`src/rtl/pfd_pkg.sv`:
```
package pfd_pkg;
  typedef enum logic [1:0] {
    PIN_LOCK  = 2'd0,
    PIN_REF   = 2'd1,
    PIN_HDIV  = 2'd2,
    PIN_LOCK2 = 2'd3
  } pin_sel_e;
endpackage

```
`src/rtl/pfd_core.sv`:
```
module pfd_core #(
  parameter int RST_DLY = 2,
  parameter int ERR_W   = 8
) (
  input  logic             clk_i,
  input  logic             rst_ni,
  input  logic             ref_i,
  input  logic             div_i,
  output logic             up_o,
  output logic             dn_o,
  output logic             div_edge_o,
  output logic             eval_o,
  output logic [ERR_W-1:0] err_o
);
  localparam int DLY_W = $clog2(RST_DLY + 1);

  logic             ref_q, div_q, up_q, dn_q;
  logic [DLY_W-1:0] dly_q;
  logic [ERR_W-1:0] err_q;
  logic             ref_rise, div_rise, clr;

  assign ref_rise = ref_i & ~ref_q;
  assign div_rise = div_i & ~div_q;
  assign clr      = up_q & dn_q & (dly_q == DLY_W'(RST_DLY - 1));

  always_ff @(posedge clk_i or negedge rst_ni) begin
    if (!rst_ni) begin
      ref_q <= 1'b0;
      div_q <= 1'b0;
      up_q  <= 1'b0;
      dn_q  <= 1'b0;
      dly_q <= '0;
      err_q <= '0;
    end else begin
      ref_q <= ref_i;
      div_q <= div_i;
      if (clr) begin
        up_q  <= 1'b0;
        dn_q  <= 1'b0;
        dly_q <= '0;
        err_q <= '0;
      end else begin
        if (ref_rise) up_q <= 1'b1;
        if (div_rise) dn_q <= 1'b1;
        if (up_q && dn_q) dly_q <= dly_q + 1'b1;
        // phase error: cycles with exactly one command active
        if ((up_q ^ dn_q) && (err_q != '1)) err_q <= err_q + 1'b1;
      end
    end
  end

  assign up_o       = up_q;
  assign dn_o       = dn_q;
  assign div_edge_o = div_rise;
  assign eval_o     = clr;
  assign err_o      = err_q;


  no_stuck_chk: assert property (@(posedge clk_i) disable iff (!rst_ni)
    (up_q && dn_q) |-> (dly_q < DLY_W'(RST_DLY)));

  up_set_chk: assert property (@(posedge clk_i) disable iff (!rst_ni)
    (ref_i && !ref_q && !clr) |=> up_q);
endmodule

```
`src/rtl/lock_qual.sv`:
```
module lock_qual #(
  parameter int THRESH = 2,
  parameter int ERR_W  = 8,
  parameter int LEN_W  = 4
) (
  input  logic             clk_i,
  input  logic             rst_ni,
  input  logic             eval_i,
  input  logic [ERR_W-1:0] err_i,
  input  logic [LEN_W-1:0] lock_len_i,
  output logic             locked_o
);
  logic [LEN_W-1:0] good_q;
  logic             locked_q;
  logic             bad;
  logic [LEN_W:0]   good_nxt;

  assign bad      = err_i > ERR_W'(THRESH);
  assign good_nxt = {1'b0, good_q} + 1'b1;

  always_ff @(posedge clk_i or negedge rst_ni) begin
    if (!rst_ni) begin
      good_q   <= '0;
      locked_q <= 1'b0;
    end else if (eval_i) begin
      if (bad) begin
        good_q   <= '0;
        locked_q <= 1'b0;
      end else begin
        if (good_q != '1) good_q <= good_q + 1'b1;
        if (good_nxt >= {1'b0, lock_len_i}) locked_q <= 1'b1;
      end
    end
  end

  assign locked_o = locked_q;


  unlock_chk: assert property (@(posedge clk_i) disable iff (!rst_ni)
    (eval_i && (err_i > ERR_W'(THRESH))) |=> !locked_o);

  lock_at_eval_chk: assert property (@(posedge clk_i) disable iff (!rst_ni)
    $rose(locked_o) |-> $past(eval_i));
endmodule

```
`src/rtl/pfd_lock.sv`:
```
module pfd_lock
  import pfd_pkg::*;
#(
  parameter int RST_DLY = 2,
  parameter int THRESH  = 2,
  parameter int ERR_W   = 8,
  parameter int LEN_W   = 4
) (
  input  logic             clk_i,
  input  logic             rst_ni,
  input  logic             ref_i,
  input  logic             div_i,
  input  logic             cp_set_i,
  input  logic             auto_en_i,
  input  logic [LEN_W-1:0] lock_len_i,
  input  logic [1:0]       tsel_i,
  output logic             up_o,
  output logic             dn_o,
  output logic             pin_o,
  output logic             lock_o,
  output logic             cp_hi_o,
  output logic             acps_o
);
  logic             div_edge, eval, locked, hdiv_q;
  logic [ERR_W-1:0] err;
  pin_sel_e         sel;

  pfd_core #(.RST_DLY(RST_DLY), .ERR_W(ERR_W)) u_core (
    .clk_i      (clk_i),
    .rst_ni     (rst_ni),
    .ref_i      (ref_i),
    .div_i      (div_i),
    .up_o       (up_o),
    .dn_o       (dn_o),
    .div_edge_o (div_edge),
    .eval_o     (eval),
    .err_o      (err)
  );

  lock_qual #(.THRESH(THRESH), .ERR_W(ERR_W), .LEN_W(LEN_W)) u_lock (
    .clk_i      (clk_i),
    .rst_ni     (rst_ni),
    .eval_i     (eval),
    .err_i      (err),
    .lock_len_i (lock_len_i),
    .locked_o   (locked)
  );

  always_ff @(posedge clk_i or negedge rst_ni) begin
    if (!rst_ni)       hdiv_q <= 1'b0;
    else if (div_edge) hdiv_q <= ~hdiv_q;
  end

  assign sel = pin_sel_e'(tsel_i);

  always_comb begin
    unique case (sel)
      PIN_REF:  pin_o = ref_i;
      PIN_HDIV: pin_o = hdiv_q;
      default:  pin_o = ~locked;
    endcase
  end

  assign lock_o  = locked;
  assign acps_o  = auto_en_i & locked;
  assign cp_hi_o = cp_set_i & ~(auto_en_i & locked);


  acps_low_chk: assert property (@(posedge clk_i) disable iff (!rst_ni)
    acps_o |-> !cp_hi_o);

  manual_cp_chk: assert property (@(posedge clk_i) disable iff (!rst_ni)
    !auto_en_i |-> (cp_hi_o == cp_set_i));

  lock_pin_chk: assert property (@(posedge clk_i) disable iff (!rst_ni)
    ((tsel_i == 2'd0) && lock_o) |-> !pin_o);
endmodule

```
`config.mk`:
```
export PLATFORM = sky130hd
export DESIGN_NAME = pfd_lock
export DESIGN_NICKNAME = d
export VERILOG_FILES = /design/src/rtl/pfd_pkg.sv /design/src/rtl/pfd_core.sv /design/src/rtl/lock_qual.sv /design/src/rtl/pfd_lock.sv
export SDC_FILE = /design/constraint.sdc
export NUM_CORES = 1
export LEC_CHECK = 0
export BUFFER_PORTS_ARGS = -buffer_cell sky130_fd_sc_hd__buf_2
export CORE_MARGIN = 2
export CORE_UTILIZATION = 50
export DETAILED_ROUTE_END_ITERATION = 16
export MAX_ROUTING_LAYER = met4
export PLACE_DENSITY_LB_ADDON = 0.15
export SETUP_SLACK_MARGIN = 0.05
export SLEW_MARGIN = 20
export SYNTH_ARGS = -nofsm -noshare
export SYNTH_HDL_FRONTEND = slang
export SYNTH_SLANG_ARGS = --single-unit
```
`constraint.sdc`:
```
create_clock -name clk_i -period 1.4 [get_ports clk_i]
set_input_delay 0.42 -clock clk_i [delete_from_list [all_inputs] [get_ports clk_i]]
set_output_delay 0.42 -clock clk_i [all_outputs]
set_load 0.1 [all_outputs]
```
# Yosys cells after proc, flatten, opt, wreduce, memory -nomap -nowiden
# Cells that the tools add are included.
word_totals:
  elab_cells: 55
  in_bits: 12
  reg_bits: 20
  output_inout_bits: 6
classes:
  n_addsub: 4
  reduce_logical: 10
  n_lt_le_gt_ge: 2
  n_eq_ne: 5
  n_bitwise: 12
  mux: 13
ops:
  columns: ["operator", "n"]
  rows:
  - ["$mux W8", 2]
  - ["$reduce_bool A2 Y1", 6]
  - ["$add A8 B1 Y8 const B", 1]
  - ["$gt A8 B2 Y1 const B", 1]
  - ["$mux W4", 2]
  - ["$ne A8 B8 Y1 const B", 1]
  - ["$and A1 B1 Y1", 6]
  - ["$mux W1", 6]
  - ["$add A4 B1 Y5 const B", 1]
  - ["$ge A5 B4 Y1", 1]
  - ["$not A1 Y1", 5]
  - ["$add A4 B1 Y4 const B", 1]
  - ["$eq A2 B1 Y1 const B", 2]
  - ["$mux W2", 2]
  - ["$ne A4 B4 Y1 const B", 1]
  - ["$reduce_and A2 Y1", 2]
  - ["$add A2 B1 Y2 const B", 1]
  - ["$eq A2 B2 Y1 const B", 1]
  - ["$logic_and A1 B1 Y1", 2]
  - ["$pmux W1 S2", 1]
  - ["$xor A1 B1 Y1", 1]

# Depth between registers and ports, before layout
# Gate-level depths: netlist (run 1).
depth:
  depth_word: 4
  ltp_mapped: 6
  ltp_nobuf: 6

# Hierarchy
# A second synthesis (run 1) with hierarchy kept.
hier_totals:
  hier_cells: 109
  area_unflattened_um2: 1101.1
by_module_without_submodules:
  columns: ["mod", "cells_per_inst", "n_inst", "area_per_inst_um2", "seq_area_each_um2"]
  rows:
  - ["pfd_core", 61, 1, 638.1, 350.3]
  - ["lock_qual", 38, 1, 364.1, 125.1]
  - ["pfd_lock", 10, 1, 98.8, 25.0]

# Worst setup path after synthesis (run 1)
# OpenSTA, ideal clock, no wires.
synth_timing:
  path_kind: "reg2out"
  start: "reg u_lock.locked_q (netlist: u_lock.locked_o)"
  end: "out cp_hi_o"
  required_time_ns: 0.980
  n_path_buf: 0
  path_stages_with_launch: 3
  slack_ns: -1.922
  t_arrival_ns: 2.902
  path_cell_list: "dfrtp_1 and2_1 nor2b_1"
synth_between:
  elab_chain_len: 3
synth_rtl:
  columns: ["item", "line", "text"]
  rows:
  - ["from (decl)", "lock_qual.sv:14", "logic locked_q;"]
  - ["from (signal assigned)", "lock_qual.sv:24", "locked_q <= 1'b0;"]
  - ["from (signal assigned)", "lock_qual.sv:28", "locked_q <= 1'b0;"]
  - ["from (signal assigned)", "lock_qual.sv:31", "if (good_nxt >= {1'b0, lock_len_i}) locked_q <= 1'b1;"]
  - ["$and A1 B1 Y1", null, null]
  - ["net acps_o", "pfd_lock.sv:22", "output logic acps_o"]
  - ["$not A1 Y1", "pfd_lock.sv:66", "assign cp_hi_o = cp_set_i & ~(auto_en_i & locked);"]
  - ["$and A1 B1 Y1", "pfd_lock.sv:66", null]
  - ["to (decl)", "pfd_lock.sv:21", "output logic cp_hi_o,"]
# The timed path passes the listed nets, and every way through them passes these cells.

# Final worst setup path (run 1)
layout_timing:
  start: "in tsel_i[0]"
  end: "out pin_o"
layout_between:
  elab_chain_len: 2
  word_cells_on_any_way: 3
  cone_classes: "eq/ne: 2; mux: 1"
layout_rtl:
  columns: ["item", "line", "text"]
  rows:
  - ["from (decl)", "pfd_lock.sv:16", "input logic [1:0] tsel_i,"]
  - ["$eq A2 B2 Y1 or $eq A2 B1 Y1 (tied branches)", "pfd_lock.sv:57", "unique case (sel)"]
  - ["$pmux W1 S2 *", "pfd_lock.sv:57", null]
  - ["to (decl)", "pfd_lock.sv:19", "output logic pin_o,"]
# Every way passes the cells marked *; elsewhere a longest branch is shown, timed or not.

==> results of run 1 <==
==> registers in the layout, indices dropped and copies added, names as in the netlist <==
signal,cells
u_core.err_o,8
u_core.up_o,1
u_core.dn_o,1
u_lock.good_q,4
u_core.div_q,1
hdiv_q,1
u_lock.locked_o,1
u_core.ref_q,1
u_core.dly_q,2
==> power by group through the flow <==
stage | Sequential (mW) | Clock, mW | Combinational (mW)
floorplan | 1.19 | 0 | 1.06
global placement | 0.920 | 0 | 1.98
detailed placement | 0.935 | 0 | 2.07
CTS | 0.926 | 0.293 | 2.19
global route | 0.956 | 0.313 | 2.44
finish | 0.937 | 0.281 | 2.25
==> timing repair <==
| item | in CTS | in global routing |
|---|---|---|
| resized for setup | 9 | 5 |
| setup buffers | 2 | 4 |
| pin swaps | 7 | 6 |
| setup endpoints to repair | 19 | 19 |
==> placed cells by master, fill, tap and decap left out, types with 3 or more instances in the layout <==
master	instances
a21oi_1	5
and2_4	3
buf_12	6
buf_2	11
buf_4	22
buf_6	4
clkbuf_4	3
dfrtp_1	16
dfrtp_4	3
ha_1	7
ha_4	3
inv_1	8
nand2_1	4
nand2b_1	3
nand3_1	6
nor2_1	4
o21ai_1	3
o21ai_2	3
xnor2_1	3
xor2_1	3
==> worst paths after layout <==
kind,endpoint,slack (ps)
max reg2reg,u_core.err_o[5],-250
min,u_core.div_q,50
min in group clk_i,u_core.div_q,240
max in group asynchronous,u_core.up_o,1010
min reg2reg,u_core.dly_q[0],490
max,pin_o,-320
==> Yosys cell counts (2+ instances only) <==
| cell type | number | area share |
|---|---|---|
| nand4_1 | 2 | 0.011 |
| nand2_1 | 5 | 0.016 |
| nor2_1 | 4 | 0.013 |
| and3_1 | 2 | 0.011 |
| inv_1 | 9 | 0.029 |
| xor2_1 | 3 | 0.022 |
| and2_2 | 2 | 0.013 |
| dfrtp_1 | 20 | 0.43 |
| nand2b_1 | 3 | 0.016 |
| and2_1 | 2 | 0.011 |
| nor3_1 | 2 | 0.0085 |
| nand3_1 | 7 | 0.030 |
| nor2b_1 | 2 | 0.011 |
| ha_1 | 11 | 0.12 |
| a21oi_1 | 7 | 0.030 |
| xnor2_1 | 3 | 0.022 |
| o211ai_1 | 2 | 0.013 |
| o21ai_0 | 5 | 0.021 |
==> per-stage QoR <==
stage / worst slack (ps) / hold WS (ps) / power, mW / area (um2)
after floorplan: -477 / 124 / 2.26 / 1280
after global placement: -318 / 388 / 2.90 / 1630
after detailed placement: -330 / 389 / 3.01 / 1630
after CTS: -329 / 56.1 / 3.41 / 1700
after global routing: -357 / 73.0 / 3.71 / 1760
final: -316 / 50.4 / 3.47 / 1760
==> area by class of cell <==
cell class / count / area (um2)
fillers: 138 / 455
repair buffers: 43 / 385
clock buffers: 4 / 26.3
multi-input cells: 82 / 756
inverters: 9 / 41.3
well taps: 28 / 35.0
flip-flops and latches: 20 / 513
==> per-layer routing <==
metal,vias to the layer above,global-route usage
met5,-,-
met4,0,0.0427
met3,4,0.0486
met2,14,0.423
met1,502,0.246
li1,497,-
==> cell families (layout without fill, tap and decap cells) <==
kind of cell,count (synthesis),count (layout),synth area share
buffers and inverters,10,56,0.0383
AND/OR/NAND/NOR,39,39,0.207
XOR/XNOR,6,6,0.0447
adder cells (fa/ha/maj),11,11,0.117
multiplexers,1,1,0.00852
AO/OA/AOI/OAI,25,25,0.159
flip-flops,20,20,0.426
==> metrics.yaml, run 1 <==
cts_root_buf: "clkbuf_4"
crit_chain: "buf_2 > inv_8 > ha_4 > a221oi_4 > a21oi_4 > buf_12"
wl_per_cell_um: 14.7
antenna_cells: 0
final.setup.tns_ps: -2630
synth_edf_count: 0
failed_checks: "negative setup slack"
startpoint_type: "primary input"
synth-main-ff-cell: "dfrtp_1"
slew_viol_final: 0
power_frac_clock: 0.081
htreeDepth: 1
synth_fp_nets: 135
grt_usage: 0.226
io_pins: 18
start_util: 0.531
synthDistinctLibCells: 39
cts_made_buffers: 3
holdCritPathClass: "in2async"
overflow: 0
highest_layer: "met4"
p_int_mw: 1.96
seq_area_frac_synth: 0.426
place.gp.congestion: 0.820
p_leak_nw: 0.829
nNetsFinal: 182
viasPerCell: 5.47
drive_gt1_frac: 0.494
reg2regPathDepth: 5
synth_warnings: 0
grt_max_degree: 21
setup_ws_ps: -316
required_ps: 980
met3_length_um: 85
vdd_ir_drop_max_mv: 1.28
worst_ep_arrival_time_ps: 1300
synthesis.instances: 112
vias: 1017
worst_pin_slew_ps: 447
cp_max_fo: 2
postCtsHoldBufs: 0
placedCellCount: 176
fmax_mhz: 583
grt_pass1_wl_mm: 4.46
cp_num_cells: 6
worstSkewPairLatency_ps: 300
p_sw_mw: 1.51
rsz0062_at_grt: "yes"
worstSetupStartpoint: "tsel_i[0]"
async_flop_share: 1.00
cts_tree: "yes"
fin_worst_skew_ps: 2.00
clkTransAtPathRegs_ps: 110
dp_hpwl_mm: 2.01
die_h_um: 52.5
slew_headroom: 0.702
cts.sink_count: 20
min_period_over_period: 1.23
route.detailed.drc: 0
dr_wl_met2_mm: 1.55
critPathBufInv: 3
core_mm2: 0.00221
ctsLongestPathBuffers: 2
layout.cells.non_filler: 186
finalCriticalPeriod_ps: 1720
setup_viol: 15
cp_slowest_cell: "ha_4"
wl_met1_mm: 1.08
power_frac_comb: 0.648
max_stage_delay_ps: 230
power_density_mw_per_mm2: 1970
crit_family: "buffers and inverters"
seqPwrFrac: 0.270
dr.pass1.iters: 4
rows: 17
ys_ff_latch: 20
wirelength_mm: 2.73
hold_viol_final: 0
syn_avg_cell_area_um2: 10.5
ant_nets: 0
die_x_um: 52.5
syn_area_mm2: 0.00117
dieArea_mm2: 0.00275
io_buffer_count: 17
drt-initial-drc-count: 10
cp-end-kind: "primary output"
syn_to_final_growth_pct: 49.5
grt_pass1_vias: 1056
r2r-start: "u_core.dn_o"
status: "complete, but fails checks"
sw_frac_of_total: 0.436
cap_viol_max_count: 0
antenna_found_initial: 0
critPathKind: "in2out"
final_util: 0.794
Power figures use the tool's default switching activity.
==> run 2: changes to the inputs <==
--- a/config.mk
+++ b/config.mk
@@ -11,7 +11,7 @@
 export DETAILED_ROUTE_END_ITERATION = 16
 export MAX_ROUTING_LAYER = met4
 export PLACE_DENSITY_LB_ADDON = 0.15
-export SETUP_SLACK_MARGIN = 0.05
+export SETUP_SLACK_MARGIN = 0.3
 export SLEW_MARGIN = 20
 export SYNTH_ARGS = -nofsm -noshare
 export SYNTH_HDL_FRONTEND = slang
==> metrics.yaml, run 2 (synthesized netlist as in run 1, its figures left out) <==
ctsLongestPathBuffers: 2
critPathBufInv: 1
largest_reg_flops: 8
cap_viol_max_count: 0
failed_checks: "negative setup slack"
grt_pass1_wl_mm: 4.98
mostFrequentLayoutCells: "buf_4 (24), dfrtp_1 (17), buf_2 (11)"
final.setup.tns_ps: -2790
hold_viol_final: 0
fin_worst_skew_ps: 2.46
dp_hpwl_mm: 2.05
slew_viol_final: 0
core_mm2: 0.00221
dr.pass1.iters: 4
total_power_mw: 3.89
wl_per_cell_um: 16.2
setup_ws_ps: -315
layout.cells.non_filler: 192
placedCellCount: 175
antenna_found_initial: 0
p_leak_nw: 0.871
drt-initial-drc-count: 20
grt_usage: 0.255
fill_cells: 122
crit_chain: "and2_4 > nor2b_4 > buf_12"
grt_max_degree: 21
die_h_um: 52.5
power_density_mw_per_mm2: 2080
reg2reg_slack_ps: -210
vias: 1089
worst_ep_arrival_time_ps: 1300
worst_pin_slew_ps: 456
overflow: 0
place.gp.congestion: 0.784
cp_max_fo: 3
nNetsFinal: 188
critPathKind: "reg2out"
wirelength_mm: 3.10
whs_ps: 42.7
start_util: 0.531
fmax_mhz: 583
min_period_over_period: 1.23
grt_pass1_vias: 1104
cp_num_cells: 3
cts.sink_count: 20
startpoint_type: "flop"
finalCriticalPeriod_ps: 1720
cts_root_buf: "clkbuf_4"
io_buffer_count: 17
syn_to_final_growth_pct: 59.1
clkTransAtPathRegs_ps: 110
route.detailed.drc: 0
io_pins: 18
antenna_cells: 0
drive_gt1_frac: 0.555
max_stage_delay_ps: 510
dieArea_mm2: 0.00275
status: "complete, but fails checks"
reg2regPathDepth: 4
cts_tree: "yes"
ant_nets: 0
worstSkewPairLatency_ps: 310
cp_slowest_cell: "dfrtp_4"
rows: 17
rsz0062_at_grt: "yes"
postCtsHoldBufs: 0
die_x_um: 52.5
crit_family: "flip-flops"
holdCritPathClass: "in2async"
setup_viol: 15
cp-end-kind: "primary output"
final_common_cell: "buf_4"
required_ps: 980
vdd_ir_drop_max_mv: 1.91
viasPerCell: 5.67
slew_headroom: 0.696
htreeDepth: 1
cts_made_buffers: 3
==> run 2: cell count changes in the layout (fill, tap and decap cells not counted), sizes merged <==
cell	change
buf	+5
and2	+1
==> run 2: worst register-to-register path: stages, from the launching register on <==
cell and delay [ps]:
dfrtp_1 410, or4_4 590, nor4_4 260, nor2_2 90
nor3_2 190
==> run 2: where the power goes <==
| part | internal, mW | total (mW) | switching [mW] |
|---|---|---|---|
| clock | 0.111 | 0.295 | 0.184 |
| combinational | 1.31 | 2.65 | 1.34 |
| sequential | 0.776 | 0.944 | 0.168 |
| total | 2.20 | 3.89 | 1.70 |
==> run 2: repair_timing <==
action / 4_1_cts / 5_1_grt
buffers inserted: 7 / 5
pin swaps: 12 / 5
endpoints found under the setup margin: 20 / 21
gates cloned: 0 / 1
gates resized for setup: 15 / 10
==> run 2: area by class of cell <==
cell class	count	area, um2	share of cell area
Clock buffer	4	26.3	0.0141
Inverter	9	41.3	0.0221
Multi-Input combinational cell	83	821	0.439
Timing Repair Buffer	48	434	0.232
Tap cell	28	35.0	0.0187
Sequential cell	20	512	0.274
==> run 2: final timing paths <==
check / start / to
max reg2reg: u_core.err_o[5] / u_lock.good_q[2]
min in group clk_i: div_i / u_core.div_q
max: u_lock.locked_o / cp_hi_o
min reg2reg: u_core.dly_q[0] / u_core.dly_q[0]
max in group asynchronous: rst_ni / u_lock.locked_o
min: rst_ni / hdiv_q
==> run 2: layer usage <==
metal	track usage	wire [um]	vias to the layer above
met1	0.289	1210	532
met4	0.0812	72	0
li1	-	-	512
met3	0.0400	145	9
met2	0.456	1680	36
met5	-	0	-
==> run 2: through the flow <==
stage | utilization | instance area [um2] | setup WS (ps)
after floorplan | - | 1290 | -477
after global routing | 0.845 | 1870 | -363
after global placement | 0.739 | 1630 | -319
after CTS | 0.799 | 1770 | -333
final | 0.845 | 1870 | -315
after detailed placement | 0.739 | 1630 | -336
